--- src/rtl/lineDirPkg.sv ---
package lineDirPkg;

  typedef enum logic {
    MODE_HALF = 1'b0,
    MODE_FULL = 1'b1
  } linkModeT;

  typedef struct packed {
    logic armSet;
    logic armClr;
    logic modeLoad;
  } dirStrobeT;

endpackage

--- src/rtl/lineDirCtrl.sv ---
module lineDirCtrl
  import lineDirPkg::*;
(
  input  logic      clk,
  input  logic      rstN,
  input  logic      txEnN,
  input  logic      failSafeN,
  input  logic      lastCharDone,
  input  logic      armed,
  output dirStrobeT strobe
);

  logic prevTxEnN;

  always_ff @(posedge clk or negedge rstN) begin
    if (!rstN) prevTxEnN <= 1'b1;
    else       prevTxEnN <= txEnN;
  end

  always_comb begin
    strobe.armSet   = prevTxEnN && !txEnN;
    strobe.armClr   = !failSafeN || lastCharDone || txEnN;
    strobe.modeLoad = !armed;
  end

endmodule

--- src/rtl/lineDirPath.sv ---
module lineDirPath
  import lineDirPkg::*;
(
  input  logic      clk,
  input  logic      rstN,
  input  dirStrobeT strobe,
  input  logic      asyncSel,
  input  logic      failSafeN,
  input  logic      selectIn,
  input  logic      resetIn,
  output logic      armed,
  output logic      dataDrvEn,
  output logic      clkDrvEn,
  output logic      txActiveN,
  output logic      hwResetReq,
  output logic      present
);

  linkModeT linkMode;
  logic     txOn;

  always_ff @(posedge clk or negedge rstN) begin
    if (!rstN)              armed <= 1'b0;
    else if (strobe.armClr) armed <= 1'b0;
    else if (strobe.armSet) armed <= 1'b1;
  end

  always_ff @(posedge clk or negedge rstN) begin
    if (!rstN)                linkMode <= MODE_HALF;
    else if (strobe.modeLoad) linkMode <= asyncSel ? MODE_FULL : MODE_HALF;
  end

  // fail-safe gates the drivers combinationally, ahead of the next edge
  assign txOn       = armed && failSafeN;
  assign clkDrvEn   = txOn;
  assign dataDrvEn  = txOn && (linkMode == MODE_HALF);
  assign txActiveN  = !txOn;
  assign hwResetReq = selectIn && resetIn;
  assign present    = selectIn;

endmodule

--- src/rtl/lineDirCtl.sv ---
module lineDirCtl
  import lineDirPkg::*;
(
  input  logic clk,
  input  logic rstN,
  input  logic txEnN,
  input  logic asyncSel,
  input  logic failSafeN,
  input  logic selectIn,
  input  logic resetIn,
  input  logic lastCharDone,
  output logic dataDrvEn,
  output logic clkDrvEn,
  output logic txActiveN,
  output logic hwResetReq,
  output logic present
);

  dirStrobeT strobe;
  logic      armed;

  lineDirCtrl u_ctrl (
    .clk          (clk),
    .rstN         (rstN),
    .txEnN        (txEnN),
    .failSafeN    (failSafeN),
    .lastCharDone (lastCharDone),
    .armed        (armed),
    .strobe       (strobe)
  );

  lineDirPath u_path (
    .clk        (clk),
    .rstN       (rstN),
    .strobe     (strobe),
    .asyncSel   (asyncSel),
    .failSafeN  (failSafeN),
    .selectIn   (selectIn),
    .resetIn    (resetIn),
    .armed      (armed),
    .dataDrvEn  (dataDrvEn),
    .clkDrvEn   (clkDrvEn),
    .txActiveN  (txActiveN),
    .hwResetReq (hwResetReq),
    .present    (present)
  );

endmodule

--- config.mk ---
export PLATFORM = sky130hd
export DESIGN_NAME = lineDirCtl
export DESIGN_NICKNAME = d
export VERILOG_FILES = /design/src/rtl/lineDirPkg.sv /design/src/rtl/lineDirCtrl.sv /design/src/rtl/lineDirPath.sv /design/src/rtl/lineDirCtl.sv
export SDC_FILE = /design/constraint.sdc
export NUM_CORES = 1
export LEC_CHECK = 0
export BUFFER_PORTS_ARGS = -buffer_cell sky130_fd_sc_hd__buf_4
export CELL_PAD_IN_SITES_DETAIL_PLACEMENT = 1
export CELL_PAD_IN_SITES_GLOBAL_PLACEMENT = 1
export CORE_AREA = 5 5 42 44
export CTS_CLUSTER_SIZE = 20
export DETAILED_ROUTE_END_ITERATION = 8
export DIE_AREA = 0 0 47 49
export PLACE_DENSITY = 0.46
export SYNTH_ARGS = -nofsm -noshare
export SYNTH_HDL_FRONTEND = slang
export SYNTH_SLANG_ARGS = --single-unit
--- constraint.sdc ---
create_clock -name clk -period 3 [get_ports clk]
set_clock_uncertainty 0.2 [all_clocks]
set_input_delay 0 -clock clk [delete_from_list [all_inputs] [get_ports clk]]
set_output_delay 0 -clock clk [all_outputs]
set_load 0.05 [all_outputs]
**Yosys cells after proc, flatten, opt, wreduce, memory -nomap -nowiden**

Cells that the tools add are included.

- Bits in registers: 3
- Output and inout port bits: 5
- Logic and storage cells: 17

- Mux-type cells: 3
- Bitwise operators: 1
- Reductions and logical operators: 10

Operators with widths:

| operator | number |
|---|---|
| $logic_and 1x1->1 | 4 |
| $logic_not 1->1 | 3 |
| $mux 1 | 3 |
| $logic_or 1x1->1 | 2 |
| $reduce_bool 2->1 | 1 |
| $not 1->1 | 1 |

**Logic depth before layout (Yosys ltp)**

- Word-level depth: 4
- Depth in mapped cells: 2
- Mapped depth without buffers: 2

**Cells and area by module**

From an unflattened synthesis, not the netlist that was laid out.

- Cells, all modules: 13
- Area total of the unflattened synthesis: 155.1 um^2

Modules (own cells, without submodules):

| module | instances | cells an instance | area an instance (um^2) |
|---|---|---|---|
| lineDirPath | 1 | 9 | 107.6 |
| lineDirCtrl | 1 | 4 | 47.5 |

**Least setup slack after synthesis**

Ideal clock, no wire load.

- Kind: register -> output
- Start: register u_path.armed
- End: output port dataDrvEn
- Arrival: 1444 ps
- Data required time: 2800 ps
- Setup slack: 1356 ps
- Stages on the path, launching flop included: 3
- Path buffers: 0
- Path through: dfrtp_1 -> nand2_1 -> nor2_1

- Word-level cells in the longest chain between the ends: 2

Ends and longest elaborated chain:

| what | RTL line | source |
|---|---|---|
| from (decl) | lineDirPath.sv:11 | `output logic armed,` |
| from (signal assigned) | lineDirPath.sv:23 | `if (!rstN) armed <= 1'b0;` |
| from (signal assigned) | lineDirPath.sv:24 | `else if (strobe.armClr) armed <= 1'b0;` |
| from (signal assigned) | lineDirPath.sv:25 | `else if (strobe.armSet) armed <= 1'b1;` |
| $logic_and 1x1->1 | lineDirPath.sv:34 | `assign txOn = armed && failSafeN;` |
| $logic_and 1x1->1 | lineDirPath.sv:36 | `assign dataDrvEn = txOn && (linkMode == MODE_HALF);` |
| to (decl) | lineDirCtl.sv:12 | `output logic dataDrvEn,` |

Every way passes these cells.

**Worst setup path after layout**

- Start: register u_ctrl.prevTxEnN
- End: register u_path.armed

- Word-level cells in the longest chain between the ends: 2

Ends and longest elaborated chain:

| what | RTL line | source |
|---|---|---|
| from (decl) | lineDirCtrl.sv:13 | `logic prevTxEnN;` |
| from (signal assigned) | lineDirCtrl.sv:17 | `else prevTxEnN <= txEnN;` |
| $logic_and 1x1->1 | lineDirCtrl.sv:21 | `strobe.armSet = prevTxEnN && !txEnN;` |
| $reduce_bool 2->1 (no source line) | -- |  |

Every way passes these cells.
A chain may end at the register's enable or synchronous reset.

==> out/metrics.csv <==
stage,metric,value,unit
timing,Hold Slack,0.04906,ns
placed_design,RD Place Congestion,0.6595,
critical_path,maximum fanout along the worst path,1,
die,Initial Util,0.09375,
global_route,largest net degree at the start of global routing,4,
logic_synthesis,Yosys top cell area share,0.3810,
pwr,peak supply drop,0.0001383,V
global_route,gr usage total,0.05505,
timing,RSZ-0062 raised after global routing,no,
clocking,clk_lat worst skew,0.23,ns
logic_synthesis,top post-synthesis cells by area,"dfrtp_1, dfstp_2, nor4b_2, mux2_2, buf_4",
timing,endpoints failing hold,0,
critical_path,Crit Reg-Reg Startpoint,u_ctrl.prevTxEnN$_DFF_PN1_,
hold_path,Hold Crit Class,primary input to asynchronous set/reset pin,
critical_path,worst-case reg-to-reg path depth,3,
critical_path,worst reg2reg endpoint,u_path.armed$_DFFE_PN0P_,
layout,fin cells,48,
critical_path,R2R Setup Slk,1.43,ns
logic_synthesis,Yosys reg bits,3,
job,Max-Cap Viols,0,
timing,slew margin rel.,0.8818,
layout,share of post-route cells with drive strength above 1,0.5625,
run_status,run status,"complete, no violations",
placed_design,# placed instances,38,
detailed_routing,Pre-antenna DRT Iters,1,
clocking,CTS tree,done,
timing,Slew @ Worst Pin,0.1768,ns
critical_path,slowest CP cell,dlygate4sd3_1,
layout,"most common cell after layout, fill and taps aside",buf_4,
logic_synthesis,Yosys top cell by area,dfrtp_1,
logic_synthesis,Yosys cell types,9,
logic_synthesis,Syn Inst Count,11,
global_route,GRT Residual Overflow,0,
critical_path,Worst setup SP type,flip-flop,
clocking,CTS root buf,clkbuf_4,
pwr,Power Density,443.4,mW/mm²
clocking,CTS Buf Count,3,
detailed_routing,wire per inst,10.19,µm
layout,Fillers,170,
detailed_routing,First DRT Iteration DRCs,0,
logic_synthesis,synthesized area per cell,11.94,µm²
layout,area occupied by multi-input gates,43.79,µm²
clocking,H-tree depth,1,
critical_path,CP peak stage delay,0.57,ns
global_route,initial antenna violation count,0,
die,Vert. Die Dim,49,µm
timing,fin crit period,1.574,ns
layout,Nets,41,
placed_design,dpl hpwl,414.8,µm
clocking,CTS sink count,3,
logic_synthesis,Yosys warnings,0,
pwr,Pleak,0.0001607,µW
logic_synthesis,sequential area share after synthesis,0.5810,
clocking,"Reg clk slew, reported paths",0.04,ns
layout,post-layout util,0.2286,
detailed_routing,DRC Markers,0,
layout,synth-to-layout area growth,143.8,%
die,total core area,0.001401,mm²
die,Die Wd,47,µm
die,FP Rows,14,
timing,Pins Over Slew Limit,0,
layout,"commonest non-fill, non-tap cells in the layout","buf_4, dlygate4sd3_1, clkbuf_4",
layout,register area,76.32,µm²
clocking,PostCTS Resize Cnt,0,
logic_synthesis,Synth Cell Area,131.4,µm²
critical_path,Critical Path AT,1.54,ns
critical_path,CP Data Required Time,2.97,ns
detailed_routing,"wirelength, routed",489,µm
critical_path,nature of the critical path endpoint,flip-flop,
timing,maximum clock frequency,0.6355,GHz
placed_design,Buffers on Ports,12,
clocking,CTS Buffer Depth,2,
die,Ports,13,
critical_path,critical path class,flip-flop to flip-flop,
detailed_routing,Via Count,160,
timing,Setup-failing EPs final,0,
global_route,vias in the first global route,182,
timing,setup TNS,0,ns
die,Die Area,0.002303,mm²
logic_synthesis,Syn Nets,19,
timing,period utilization,0.5245,
detailed_routing,Antenna Nets Post-Route,0,
global_route,first-pass GRT wire length,772,µm
critical_path,crit path cell chain,"nor2_1, nor4b_2, dlygate4sd3_1",
detailed_routing,Vias/cell,3.333,
layout,n_diodes,0,
==> metrics by stage <==
stage	power, µW	setup WS (ns)	instance area [µm²]
floorplan	55.63	1.356	131.4
global placement	66.80	1.988	234.0
detailed placement	67.50	1.929	234.0
CTS	146.9	1.401	320.3
global route	152.6	1.340	320.3
finish	142.0	1.426	320.3
==> report_power, final <==
group,internal (µW),switching (µW)
combinational,15.0,13.0
clock,49.8,20.2
sequential,43.2,0.954
==> metal layers <==
metal / global-route usage / vias up / wire length [µm]
li1: - / 77 / -
met5: 0 / - / 0
met4: 0.05530 / 0 / 19
met3: 0.04797 / 4 / 104
met2: 0.04751 / 15 / 139
met1: 0.07080 / 64 / 226
==> state kept, by name, summed over array words and instances (netlist names) <==
register,cells
u_path.linkMode,1
u_ctrl.prevTxEnN,1
u_path.armed,1
==> final cells by class <==
cell class	instances	area share
Inverter	1	0.01172
Sequential cell	3	0.2383
Clock buffer	4	0.08203
Tap cell	16	0.06250
Multi-Input combinational cell	6	0.1367
Timing Repair Buffer	18	0.4688
==> synthesized netlist by cell type, drive strengths merged <==
master  instances
and2            1
dfrtp           2
dfstp           1
nand2           1
inv             1
nor4b           1
buf             1
mux2            1
nor2            2
==> cells by family after synthesis <==
family	count (synthesis)	share of synthesized area
and+or+nand+nor	5	0.2476
buffers and inverters	2	0.08571
muxes	1	0.08571
DFF	3	0.5810
==> critical path: cells and delay by family, from the launching register on <==
family / cells / cell delay [ns]
simple gates: 2 / 0.23
buf+inv: 1 / 0.57
flops: 1 / 0.50
==> how the worst max path moves through the flow <==
stage,start,end,slack (ns),cells past startpoint
2_1_floorplan,u_path.armed$_DFFE_PN0P_,dataDrvEn,1.36,2
3_3_place_gp,u_ctrl.prevTxEnN$_DFF_PN1_,u_path.armed$_DFFE_PN0P_,1.99,2
3_5_place_dp,u_ctrl.prevTxEnN$_DFF_PN1_,u_path.armed$_DFFE_PN0P_,1.93,2
4_1_cts,u_ctrl.prevTxEnN$_DFF_PN1_,u_path.armed$_DFFE_PN0P_,1.40,3
5_1_grt,u_ctrl.prevTxEnN$_DFF_PN1_,u_path.armed$_DFFE_PN0P_,1.34,3
6_report,u_ctrl.prevTxEnN$_DFF_PN1_,u_path.armed$_DFFE_PN0P_,1.43,3
==> timing repair <==
item                                   CTS  global route
hold buffers                             6             0
endpoints found under the hold margin    6             0
buffers inserted                         0             0
(Power assumes the default switching activity.)
